File: src/rtl/cascade_counter_pkg.sv
package cascade_counter_pkg;
  typedef enum logic [1:0] {
    ACT_HOLD  = 2'd0,
    ACT_INC   = 2'd1,
    ACT_LOAD  = 2'd2,
    ACT_CLEAR = 2'd3
  } ctr_act_e;
endpackage

File: src/rtl/ctr_act_dec.sv
module ctr_act_dec
  import cascade_counter_pkg::*;
(
  input  logic     clr_n,
  input  logic     ld_n,
  input  logic     cnt_en,
  input  logic     chain_en,
  output ctr_act_e act
);
  // Fixed priority: clear, then load, then increment, else hold.
  always_comb begin
    if (!clr_n)                  act = ACT_CLEAR;
    else if (!ld_n)              act = ACT_LOAD;
    else if (cnt_en && chain_en) act = ACT_INC;
    else                         act = ACT_HOLD;
  end
endmodule

File: src/rtl/ctr_stage.sv
module ctr_stage
  import cascade_counter_pkg::*;
#(
  parameter int W = 4
) (
  input  logic         clk,
  input  logic         clr_n,
  input  logic         ld_n,
  input  logic         cnt_en,
  input  logic         chain_en,
  input  logic [W-1:0] ld_val,
  output logic [W-1:0] q,
  output logic         tc
);
  localparam logic [W-1:0] ALL_ONES = {W{1'b1}};

  ctr_act_e act;

  ctr_act_dec u_dec (
    .clr_n    (clr_n),
    .ld_n     (ld_n),
    .cnt_en   (cnt_en),
    .chain_en (chain_en),
    .act      (act)
  );

  always_ff @(posedge clk) begin
    unique case (act)
      ACT_CLEAR: q <= '0;
      ACT_LOAD:  q <= ld_val;
      ACT_INC:   q <= q + 1'b1;
      default:   q <= q;
    endcase
  end

  // Terminal count is gated by the cascade enable only.
  assign tc = chain_en && (q == ALL_ONES);
endmodule

File: src/rtl/cascade_counter.sv
module cascade_counter #(
  parameter int STAGE_W  = 4,
  parameter int N_STAGES = 4
) (
  input  logic                          clk,
  input  logic                          clr_n,
  input  logic                          ld_n,
  input  logic                          cnt_en,
  input  logic                          chain_en,
  input  logic [STAGE_W*N_STAGES-1:0]   ld_val,
  output logic [STAGE_W*N_STAGES-1:0]   count,
  output logic                          carry_out
);
  localparam int TOT_W = STAGE_W * N_STAGES;

  logic [N_STAGES:0] link;

  assign link[0] = chain_en;

  for (genvar s = 0; s < N_STAGES; s++) begin : g_stage
    ctr_stage #(.W(STAGE_W)) u_stage (
      .clk      (clk),
      .clr_n    (clr_n),
      .ld_n     (ld_n),
      .cnt_en   (cnt_en),
      .chain_en (link[s]),
      .ld_val   (ld_val[s*STAGE_W +: STAGE_W]),
      .q        (count[s*STAGE_W +: STAGE_W]),
      .tc       (link[s+1])
    );
  end

  assign carry_out = link[N_STAGES];
endmodule

File: config.mk
export PLATFORM = sky130hd
export DESIGN_NAME = cascade_counter
export DESIGN_NICKNAME = d
export VERILOG_FILES = /design/src/rtl/cascade_counter_pkg.sv /design/src/rtl/ctr_act_dec.sv /design/src/rtl/ctr_stage.sv /design/src/rtl/cascade_counter.sv
export SDC_FILE = /design/constraint.sdc
export NUM_CORES = 1
export LEC_CHECK = 0
export ABC_AREA = 1
export BUFFER_PORTS_ARGS = -buffer_cell sky130_fd_sc_hd__buf_2
export CAP_MARGIN = 10
export CORE_MARGIN = 8
export CORE_UTILIZATION = 45
export CTS_CLUSTER_DIAMETER = 30
export DETAILED_ROUTE_END_ITERATION = 6
export HOLD_SLACK_MARGIN = 0.15
export PLACE_DENSITY = 0.75
export SYNTH_ARGS = -nofsm -noshare
export SYNTH_HDL_FRONTEND = slang
export SYNTH_HIERARCHICAL = 1
export SYNTH_SLANG_ARGS = --single-unit
export TNS_END_PERCENT = 10
File: constraint.sdc
create_clock -name clk -period 1.8 [get_ports clk]
set_clock_uncertainty 0.05 [all_clocks]
set_input_delay 0 -clock clk [delete_from_list [all_inputs] [get_ports clk]]
set_output_delay 0 -clock clk [all_outputs]
set_load 0.03 [all_outputs]
==> After elaboration in Yosys (flattened, before gate mapping) <==
Index checks and enable logic that the tools add are counted.
{ "word_totals": {"ff_bits": 16, "inputBits": 21, "word_cells": 52} }
{ "classes": {"addsub": 4, "mux": 16, "n_eq_ne": 16, "reduce_logical": 12} }
{ "op_table": {"columns": ["op", "n"], "rows": [
  ["$pmux 4 s3", 4],
  ["$add 4x1->4 const B", 4],
  ["$eq 2x2->1 const B", 8],
  ["$eq 4x4->1 const B", 4],
  ["$mux 2", 8],
  ["$reduce_bool 3->1", 4],
  ["$eq 2x1->1 const B", 4],
  ["$logic_and 1x1->1", 8],
  ["$mux 1", 4]
]} }

==> Logic depth before layout (Yosys ltp) <==
Gate-level depths: netlist of the first run.
{ "depth": {"ltp_word": 10, "ltp_mapped": 14, "mapped_depth_nobuf": 14} }

==> By module <==
The synthesis of the first run kept the hierarchy.
{ "by_module_without_submodules": {"columns": ["mod", "area_per_inst_um2", "instances", "seq_area_each_um2", "cells_per_inst"], "rows": [
  ["ctr_stage", 281.5, 4, 120.1, 33],
  ["ctr_act_dec", 12.5, 4, 0.0, 3]
]} }

==> Worst setup path after synthesis of the first run <==
No wires, ideal clock.
{ "synth_timing": {"path_kind": "register to register", "from": "reg g_stage[0].u_stage.q[0]", "to": "reg g_stage[3].u_stage.q[0] (data pin)", "path_slack_ps": -441, "path_stages_with_launch": 14, "period_less_slack_ps": 2241, "arrival_ps": 1936, "path_cell_list": "edfxtp_1 ha_1 nand2_1 nor2_1 nand2_1 nor2_1 nand2_1 nor2_1 nand3_1 nand2_1 inv_1 ha_1 a2bb2oi_1 nor2_1"} }
{ "synth_between": {"elab_chain_cells": 10, "word_cells_on_any_way": 12, "classes_between": "eq/ne (4); mux (4); reduce/logical (4)"} }
{ "synth_rtl": {"columns": ["item", "line_no", "source"], "rows": [
  ["start, declared", "ctr_stage.sv:12", "output logic [W-1:0] q,"],
  ["start signal, assigned", "ctr_stage.sv:30", "ACT_LOAD: q <= ld_val;"],
  ["start signal, assigned", "ctr_stage.sv:31", "ACT_INC: q <= q + 1'b1;"],
  ["start signal, assigned", "ctr_stage.sv:32", "default: q <= q;"],
  ["$eq 4x4->1 (*)", "ctr_stage.sv:37", "assign tc = chain_en && (q == ALL_ONES);"],
  ["$logic_and 1x1->1 (*)", "ctr_stage.sv:37", null],
  ["net link[1]", "cascade_counter.sv:16", "logic [N_STAGES:0] link;"],
  ["$logic_and 1x1->1 (*)", "ctr_stage.sv:37", null],
  ["net link[2]", "cascade_counter.sv:16", null],
  ["$logic_and 1x1->1 (*)", "ctr_stage.sv:37", null],
  ["net link[3]", "cascade_counter.sv:16", null],
  ["$logic_and 1x1->1 (*)", "ctr_act_dec.sv:14", "else if (cnt_en && chain_en) act = ACT_INC;"],
  ["$mux 1 (*)", "ctr_act_dec.sv:14", null],
  ["$mux 2 (*)", "ctr_act_dec.sv:13", "else if (!ld_n) act = ACT_LOAD;"],
  ["$mux 2 (*)", "ctr_act_dec.sv:12", "if (!clr_n) act = ACT_CLEAR;"],
  ["net g_stage[3].u_stage.act[0]", "ctr_stage.sv:17", "ctr_act_e act;"],
  ["$eq 2x1->1 / $eq 2x2->1 (equally long branches)", "ctr_stage.sv:28", "unique case (act)"],
  ["$pmux 4 s3 (*)", "ctr_stage.sv:28", null],
  ["end signal, assigned", "ctr_stage.sv:30", null],
  ["end signal, assigned", "ctr_stage.sv:31", null],
  ["end signal, assigned", "ctr_stage.sv:32", null],
  ["end, declared", "ctr_stage.sv:12", null]
]} }
The timed path passes the listed nets; every way through them passes the cells marked *.
A chain may end at the register's enable or synchronous reset.

==> Final worst setup path of the first run <==
{ "layout_timing": {"from": "reg g_stage[0].u_stage.q[1]", "to": "reg g_stage[3].u_stage.q[2] (data pin)"} }
The elaborated chain is that of the path after synthesis.

==> metrics.log, run 1 <==
[metrics] clock transition at the registers of the reported paths: 90 ps
[metrics] placed wire-length estimate after detailed placement: 2326 um
[metrics] total count of hold-check failures in the final report: 0
[metrics] total power draw: 1006 uW
[metrics] max_slew headroom: 0.8645
[metrics] Max-Cap Viols: 0
[metrics] peak supply drop: 0.5907 mV
[metrics] type of the most critical hold path: in -> reg
[metrics] minimum clock period: 1996 ps
[metrics] via count of the first global-routing pass: 1257
[metrics] Critical Path Sink Type: register
[metrics] final WL: 3227 um
[metrics] antenna-violating nets left: 0
[metrics] Top Registers: g_stage.u_stage/q (16)
[metrics] Tot GR Track Use: 0.1472
[metrics] flip-flop cell with the highest count after synthesis: sky130_fd_sc_hd__edfxtp_1
[metrics] most area-consuming cells after synthesis: sky130_fd_sc_hd__edfxtp_1 (41%), sky130_fd_sc_hd__ha_1 (17%), sky130_fd_sc_hd__nand2_1 (13%)
[metrics] failing checks: setup timing
[metrics] maximum number of buffers from clock root to sink: 2
[metrics] Post-Synthesis Mean Instance Area: 8.168 um^2
[metrics] setup ws final: -196.1 ps
[metrics] Vert. Die Dim: 67.13 um
[metrics] number of buffers added by the clock tree synthesis step: 3
[metrics] top register by number of flip-flops: g_stage.u_stage/q
[metrics] Routed wire per std cell: 13.12 um
[metrics] leftover overflow at the end of global routing: 0
[metrics] initial DRC count: 33
[metrics] number of buffer cells added on primary ports: 37
[metrics] top post-synthesis cells by count: sky130_fd_sc_hd__nand2_1 (40), sky130_fd_sc_hd__edfxtp_1 (16), sky130_fd_sc_hd__ha_1 (16), sky130_fd_sc_hd__inv_1 (16), sky130_fd_sc_hd__nor2_1 (16)
[metrics] count of filler cells inserted in the layout: 192
[metrics] static leakage power: 0.0008567 uW
[metrics] layout cells sized above 1: 0.4028
[metrics] register bit total from synthesis: 16
[metrics] flip-flop count of the largest register after layout: 16
[metrics] Final period util: 1.109
[metrics] fin nets: 254
[metrics] cells after synthesis: 144
[metrics] number of synthesized flops with an enable pin: 16
[metrics] number of antenna violations at the first check in global routing: 0
[metrics] Num Clock Sinks: 16
[metrics] cell type with the largest total area after synthesis: sky130_fd_sc_hd__edfxtp_1
[metrics] total nets after synthesis: 181
[metrics] Row Count: 18
[metrics] setup repair after global routing missed its margin: true
[metrics] arrival time worst endpoint: 2090 ps
[metrics] clock root buffer master: sky130_fd_sc_hd__clkbuf_4
[metrics] required time at the worst-slack endpoint: 1890 ps
[metrics] Max FO, Critical Path: 2
[metrics] per-cell via count in the routed design: 5.024
[metrics] largest net degree at the start of global routing: 10
[metrics] routability-driven placement congestion ratio: 0.8091
[metrics] core area: 2477 um^2
[metrics] Finished Cell Area: 1787 um^2
[metrics] measured slew at the worst slew-check pin: 203.3 ps
[metrics] Max Fclk: 501.0 MHz
[metrics] portion of the post-synthesis area used by sequential elements: 0.4085
[metrics] level count of the clock H-tree: 1
[metrics] fin. max-slew vios: 0
[metrics] final setup fails: 13
[metrics] count of different cell masters after synthesis: 12
[metrics] cell with the most instances after synthesis: sky130_fd_sc_hd__nand2_1
[metrics] routed via count: 1236
[metrics] full die area: 4506 um^2
[metrics] share of Yosys cell area claimed by the top area cell type: 0.4085
[metrics] number of top-level pins: 38
[metrics] Hold Worst Slack: 305.2 ps
[metrics] ys async rst share: 0
[metrics] TritonCTS clock tree: yes
[metrics] first-pass GRT wire length: 5223 um
[metrics] count of inserted antenna diode cells: 0
[metrics] cell area after synthesis: 1176 um^2
[metrics] Worst setup SP type: register
[metrics] PwrDens: 563.2 nW/um^2
[metrics] outcome: complete, but fails checks
[metrics] DRC viols: 0
[metrics] Starting Density: 0.4747
[metrics] width of the die: 67.13 um
[metrics] cell area after placement: 1481 um^2
[metrics] warning count from the yosys run: 6
[metrics] Area Overhead vs Synth: 51.91%
[metrics] insertion delay of the later-clocked pin in the worst-skew pair: 280 ps
[metrics] register-to-register setup slack: -200 ps
[metrics] classification of the worst setup path: reg -> reg
[metrics] Pre-antenna DRT Iters: 4
-- cell usage in the layout (no fill, tap or decap), types with 4 or more instances in the layout --
| cell type | n |
|---|---|
| sky130_fd_sc_hd__a21oi_1 | 6 |
| sky130_fd_sc_hd__a21oi_2 | 6 |
| sky130_fd_sc_hd__buf_2 | 36 |
| sky130_fd_sc_hd__buf_4 | 15 |
| sky130_fd_sc_hd__dlygate4sd3_1 | 16 |
| sky130_fd_sc_hd__edfxtp_1 | 16 |
| sky130_fd_sc_hd__ha_1 | 10 |
| sky130_fd_sc_hd__ha_2 | 4 |
| sky130_fd_sc_hd__inv_1 | 11 |
| sky130_fd_sc_hd__inv_2 | 9 |
| sky130_fd_sc_hd__nand2_1 | 38 |
| sky130_fd_sc_hd__nand3_1 | 12 |
| sky130_fd_sc_hd__nand4_1 | 4 |
| sky130_fd_sc_hd__nor2_1 | 13 |
-- logic make-up (layout without fill, tap and decap cells) --
family | count (synthesis) | in the layout | synth area share
AND/OR/NAND/NOR | 72 | 72 | 0.2511
AO/OA/AOI/OAI | 16 | 16 | 0.09361
buffers and inverters | 24 | 96 | 0.07659
flip-flops | 16 | 16 | 0.4085
adder cells (fa/ha/maj) | 16 | 16 | 0.1702
-- report_power, final --
part	switching, uW	leakage [uW]	internal (uW)
registers	26.3	0.000184	446
clock network	116	0.0000154	80.5
logic	194	0.000657	144
-- path summary, 6_finish.rpt --
kind | endpoint | from | depth (start not counted)
setup / recovery | g_stage[3].u_stage/q[2] | g_stage[0].u_stage/q[1] | 14
hold / removal | g_stage[3].u_stage/q[3] | clr_n | 5
setup reg to reg | g_stage[3].u_stage/q[2] | g_stage[0].u_stage/q[1] | 14
hold reg to reg | g_stage[1].u_stage/q[2] | g_stage[1].u_stage/q[2] | 3
-- timing repair --
| action | CTS | global route |
|---|---|---|
| pin swaps | 10 | 2 |
| hold buffers | 16 | 0 |
| setup endpoints to repair | 17 | 21 |
| resized for setup | 20 | 8 |
| setup buffers | 3 | 1 |
| hold endpoints to repair | 16 | 0 |
-- per-layer routing --
| metal | global-route usage | part of all wire |
|---|---|---|
| met5 | 0 | 0 |
| met4 | 0.04700 | 0.0093 |
| met3 | 0.03188 | 0.044 |
| met2 | 0.2736 | 0.53 |
| met1 | 0.1611 | 0.42 |
-- stage by stage --
stage | setup slack [ps] | setup TNS (ps) | instances | util
5_1_grt | -354.2 | -3326 | 246 | 0.7212
4_1_cts | -203.3 | -1290 | 245 | 0.7106
3_5_place_dp | -286.2 | -2397 | 222 | 0.5980
3_3_place_gp | -196.8 | -1397 | 222 | 0.5980
2_1_floorplan | -440.7 | -5327 | 144 | -
6_report | -196.1 | -1333 | 246 | 0.7212
-- final cells by class --
cell class / count / area, um^2 / area share
Clock buffer: 3 / 22.52 / 0.01261
Clock inverter: 1 / 3.754 / 0.002101
Inverter: 24 / 98.84 / 0.05532
Timing Repair Buffer: 68 / 464.2 / 0.2598
Multi-Input combinational cell: 104 / 679.4 / 0.3803
Tap cell: 30 / 37.54 / 0.02101
Sequential cell: 16 / 480.5 / 0.2689
-- critical path, cell delays in order (launching register included) --
cell and delay [ps]:
sky130_fd_sc_hd__edfxtp_1 390, sky130_fd_sc_hd__ha_2 200, sky130_fd_sc_hd__nand2_2 70, sky130_fd_sc_hd__nor2_2 110, sky130_fd_sc_hd__nand2_1 60, sky130_fd_sc_hd__nor2_1 110
sky130_fd_sc_hd__nand2_1 80, sky130_fd_sc_hd__nor2_2 100, sky130_fd_sc_hd__nand3_1 90, sky130_fd_sc_hd__nand2_2 80, sky130_fd_sc_hd__ha_2 190, sky130_fd_sc_hd__inv_2 50
sky130_fd_sc_hd__nor2_1 80, sky130_fd_sc_hd__nand2_1 70, sky130_fd_sc_hd__a21oi_1 140
Power figures use the tool's default switching activity.
==> run 2: changes to the inputs <==
--- a/config.mk
+++ b/config.mk
@@ -14,6 +14,7 @@
 export DETAILED_ROUTE_END_ITERATION = 6
 export HOLD_SLACK_MARGIN = 0.15
 export PLACE_DENSITY = 0.75
+export RECOVER_POWER = 50
 export SYNTH_ARGS = -nofsm -noshare
 export SYNTH_HDL_FRONTEND = slang
 export SYNTH_HIERARCHICAL = 1
==> run 2 against run 1 <==
- the flow still finishes with violations (setup timing)
- via count unchanged
- first-iteration DRC count is 6.1% lower
- critical path depth unchanged
- sequential share of layout area is 0.057 points higher
- count of clock-buffer cells in the layout did not move
- largest power group unchanged
- final area shrank 0.21%
- routed wire length up 0.12%
- total power decreased by 0.13%
- final cell count stayed put
- flip-flop and latch count unchanged
- sequential power hardly changed
- worst hold slack stayed put
==> metrics.log, run 2 (synthesis gave the netlist of run 1 again) <==
[metrics] cell area after placement: 1481 um^2
[metrics] Routed wire per std cell: 13.13 um
[metrics] count of inserted antenna diode cells: 0
[metrics] fin. max-slew vios: 0
[metrics] Critical Path Sink Type: register
[metrics] number of buffers added by the clock tree synthesis step: 3
[metrics] classification of the worst setup path: reg -> reg
[metrics] width of the die: 67.13 um
[metrics] peak supply drop: 0.5907 mV
[metrics] core area: 2477 um^2
[metrics] area taken by flip-flops and latches: 480.5 um^2
[metrics] Tot GR Track Use: 0.1472
[metrics] top register by number of flip-flops: g_stage.u_stage/q
[metrics] final WL: 3231 um
[metrics] arrival time worst endpoint: 2090 ps
[metrics] flip-flop count of the largest register after layout: 16
[metrics] total count of hold-check failures in the final report: 0
[metrics] PwrDens: 563.7 nW/um^2
[metrics] routability-driven placement congestion ratio: 0.8091
[metrics] insertion delay of the later-clocked pin in the worst-skew pair: 280 ps
[metrics] number of top-level pins: 38
[metrics] Final period util: 1.109
[metrics] footprint of the multi-input gates: 679.4 um^2
[metrics] count of filler cells inserted in the layout: 194
[metrics] max_slew headroom: 0.7525
[metrics] largest net degree at the start of global routing: 10
[metrics] setup ws final: -196.1 ps
[metrics] maximum number of buffers from clock root to sink: 2
[metrics] Max-Cap Viols: 0
[metrics] Max Fclk: 501.0 MHz
[metrics] outcome: complete, but fails checks
[metrics] initial DRC count: 31
[metrics] DRC viols: 0
[metrics] fin nets: 254
[metrics] number of buffer cells added on primary ports: 37
[metrics] setup repair after global routing missed its margin: true
[metrics] leftover overflow at the end of global routing: 0
[metrics] Num Clock Sinks: 16
[metrics] clock transition at the registers of the reported paths: 90 ps
[metrics] routed via count: 1236
[metrics] pre-CTS setup slack: -286.2 ps
[metrics] Row Count: 18
[metrics] number of antenna violations at the first check in global routing: 0
[metrics] failing checks: setup timing
[metrics] first-pass GRT wire length: 5223 um
[metrics] post-route non-filler standard cell count: 246
[metrics] measured slew at the worst slew-check pin: 372.9 ps
[metrics] total power draw: 1005 uW
[metrics] type of the most critical hold path: in -> reg
[metrics] Area Overhead vs Synth: 51.60%
[metrics] minimum clock period: 1996 ps
[metrics] Max FO, Critical Path: 2
[metrics] Finished Cell Area: 1783 um^2
[metrics] clock root buffer master: sky130_fd_sc_hd__clkbuf_4
[metrics] placed wire-length estimate after detailed placement: 2326 um
[metrics] layout cells sized above 1: 0.3889
[metrics] level count of the clock H-tree: 1
[metrics] commonest cells after routing, fill and taps aside: sky130_fd_sc_hd__nand2_1 (38), sky130_fd_sc_hd__buf_2 (33), sky130_fd_sc_hd__edfxtp_1 (16), sky130_fd_sc_hd__dlygate4sd3_1 (16), sky130_fd_sc_hd__buf_4 (15)
[metrics] placed cells: 222
[metrics] final setup fails: 13
[metrics] end-of-flow core utilization: 0.7197
[metrics] most frequent standard cell in the layout excluding fill and tap cells: sky130_fd_sc_hd__nand2_1
[metrics] per-cell via count in the routed design: 5.024
[metrics] antenna-violating nets left: 0
[metrics] Starting Density: 0.4747
[metrics] via count of the first global-routing pass: 1257
[metrics] full die area: 4506 um^2
[metrics] Worst setup SP type: register
[metrics] Vert. Die Dim: 67.13 um
[metrics] Pre-antenna DRT Iters: 4
[metrics] required time at the worst-slack endpoint: 1890 ps
[metrics] static leakage power: 0.0008453 uW
[metrics] TritonCTS clock tree: yes
[metrics] Top Registers: g_stage.u_stage/q (16)
run 2: layer usage:
layer	part of all wire	GRT usage	up-vias
met1	0.42	0.1611	570
met2	0.52	0.2736	34
met4	0.0093	0.04700	0
met5	0	0	-
met3	0.045	0.03188	6
li1	-	-	626
run 2: worst paths after layout:
kind / start / endpoint / slack (ps) / cells after the start
worst max-delay path: g_stage[0].u_stage/q[1] / g_stage[3].u_stage/q[2] / -200 / 14
worst min-delay path: clr_n / g_stage[3].u_stage/q[3] / 310 / 5
worst max register to register: g_stage[0].u_stage/q[1] / g_stage[3].u_stage/q[2] / -200 / 14
worst min register to register: g_stage[1].u_stage/q[2] / g_stage[1].u_stage/q[2] / 680 / 3
run 2: cell type report:
type / instances / share of cell area
sequential: 16 / 0.2695
timing repair buffer: 68 / 0.2582
inverter: 24 / 0.05544
clock inverter: 1 / 0.002105
tap: 30 / 0.02105
multi-input combinational: 104 / 0.3811
clock buffer: 3 / 0.01263
run 2: per-stage QoR:
step / hold WS (ps) / setup TNS [ps]
after floorplan: 168.7 / -5327
after global placement: 260.4 / -1397
after detailed placement: 274.3 / -2397
after CTS: 324.2 / -1290
after global routing: 321.1 / -3326
final: 305.2 / -1333
run 2: power by group:
| group | leakage [uW] | switching, uW | internal (uW) |
|---|---|---|---|
| combinational | 0.000646 | 194 | 142 |
| sequential | 0.000184 | 26.5 | 446 |
| clock | 0.0000154 | 116 | 80.5 |
| total | 0.000845 | 336 | 669 |
run 2: worst max-delay path: stages (launching register included):
cell and delay [ps]:
sky130_fd_sc_hd__edfxtp_1 390, sky130_fd_sc_hd__ha_2 200, sky130_fd_sc_hd__nand2_2 70, sky130_fd_sc_hd__nor2_2 110
sky130_fd_sc_hd__nand2_1 60, sky130_fd_sc_hd__nor2_1 110, sky130_fd_sc_hd__nand2_1 80, sky130_fd_sc_hd__nor2_2 100
sky130_fd_sc_hd__nand3_1 90, sky130_fd_sc_hd__nand2_2 80, sky130_fd_sc_hd__ha_2 190, sky130_fd_sc_hd__inv_2 50
sky130_fd_sc_hd__nor2_1 80, sky130_fd_sc_hd__nand2_1 70, sky130_fd_sc_hd__a21oi_1 140
run 2: what timing repair did:
action                                  CTS  global route
hold endpoints to repair                 16             0
pin swaps                                10             2
hold buffers                             16             0
endpoints found under the setup margin   17            21
buffers inserted                          3             1
resized for setup                        20             8
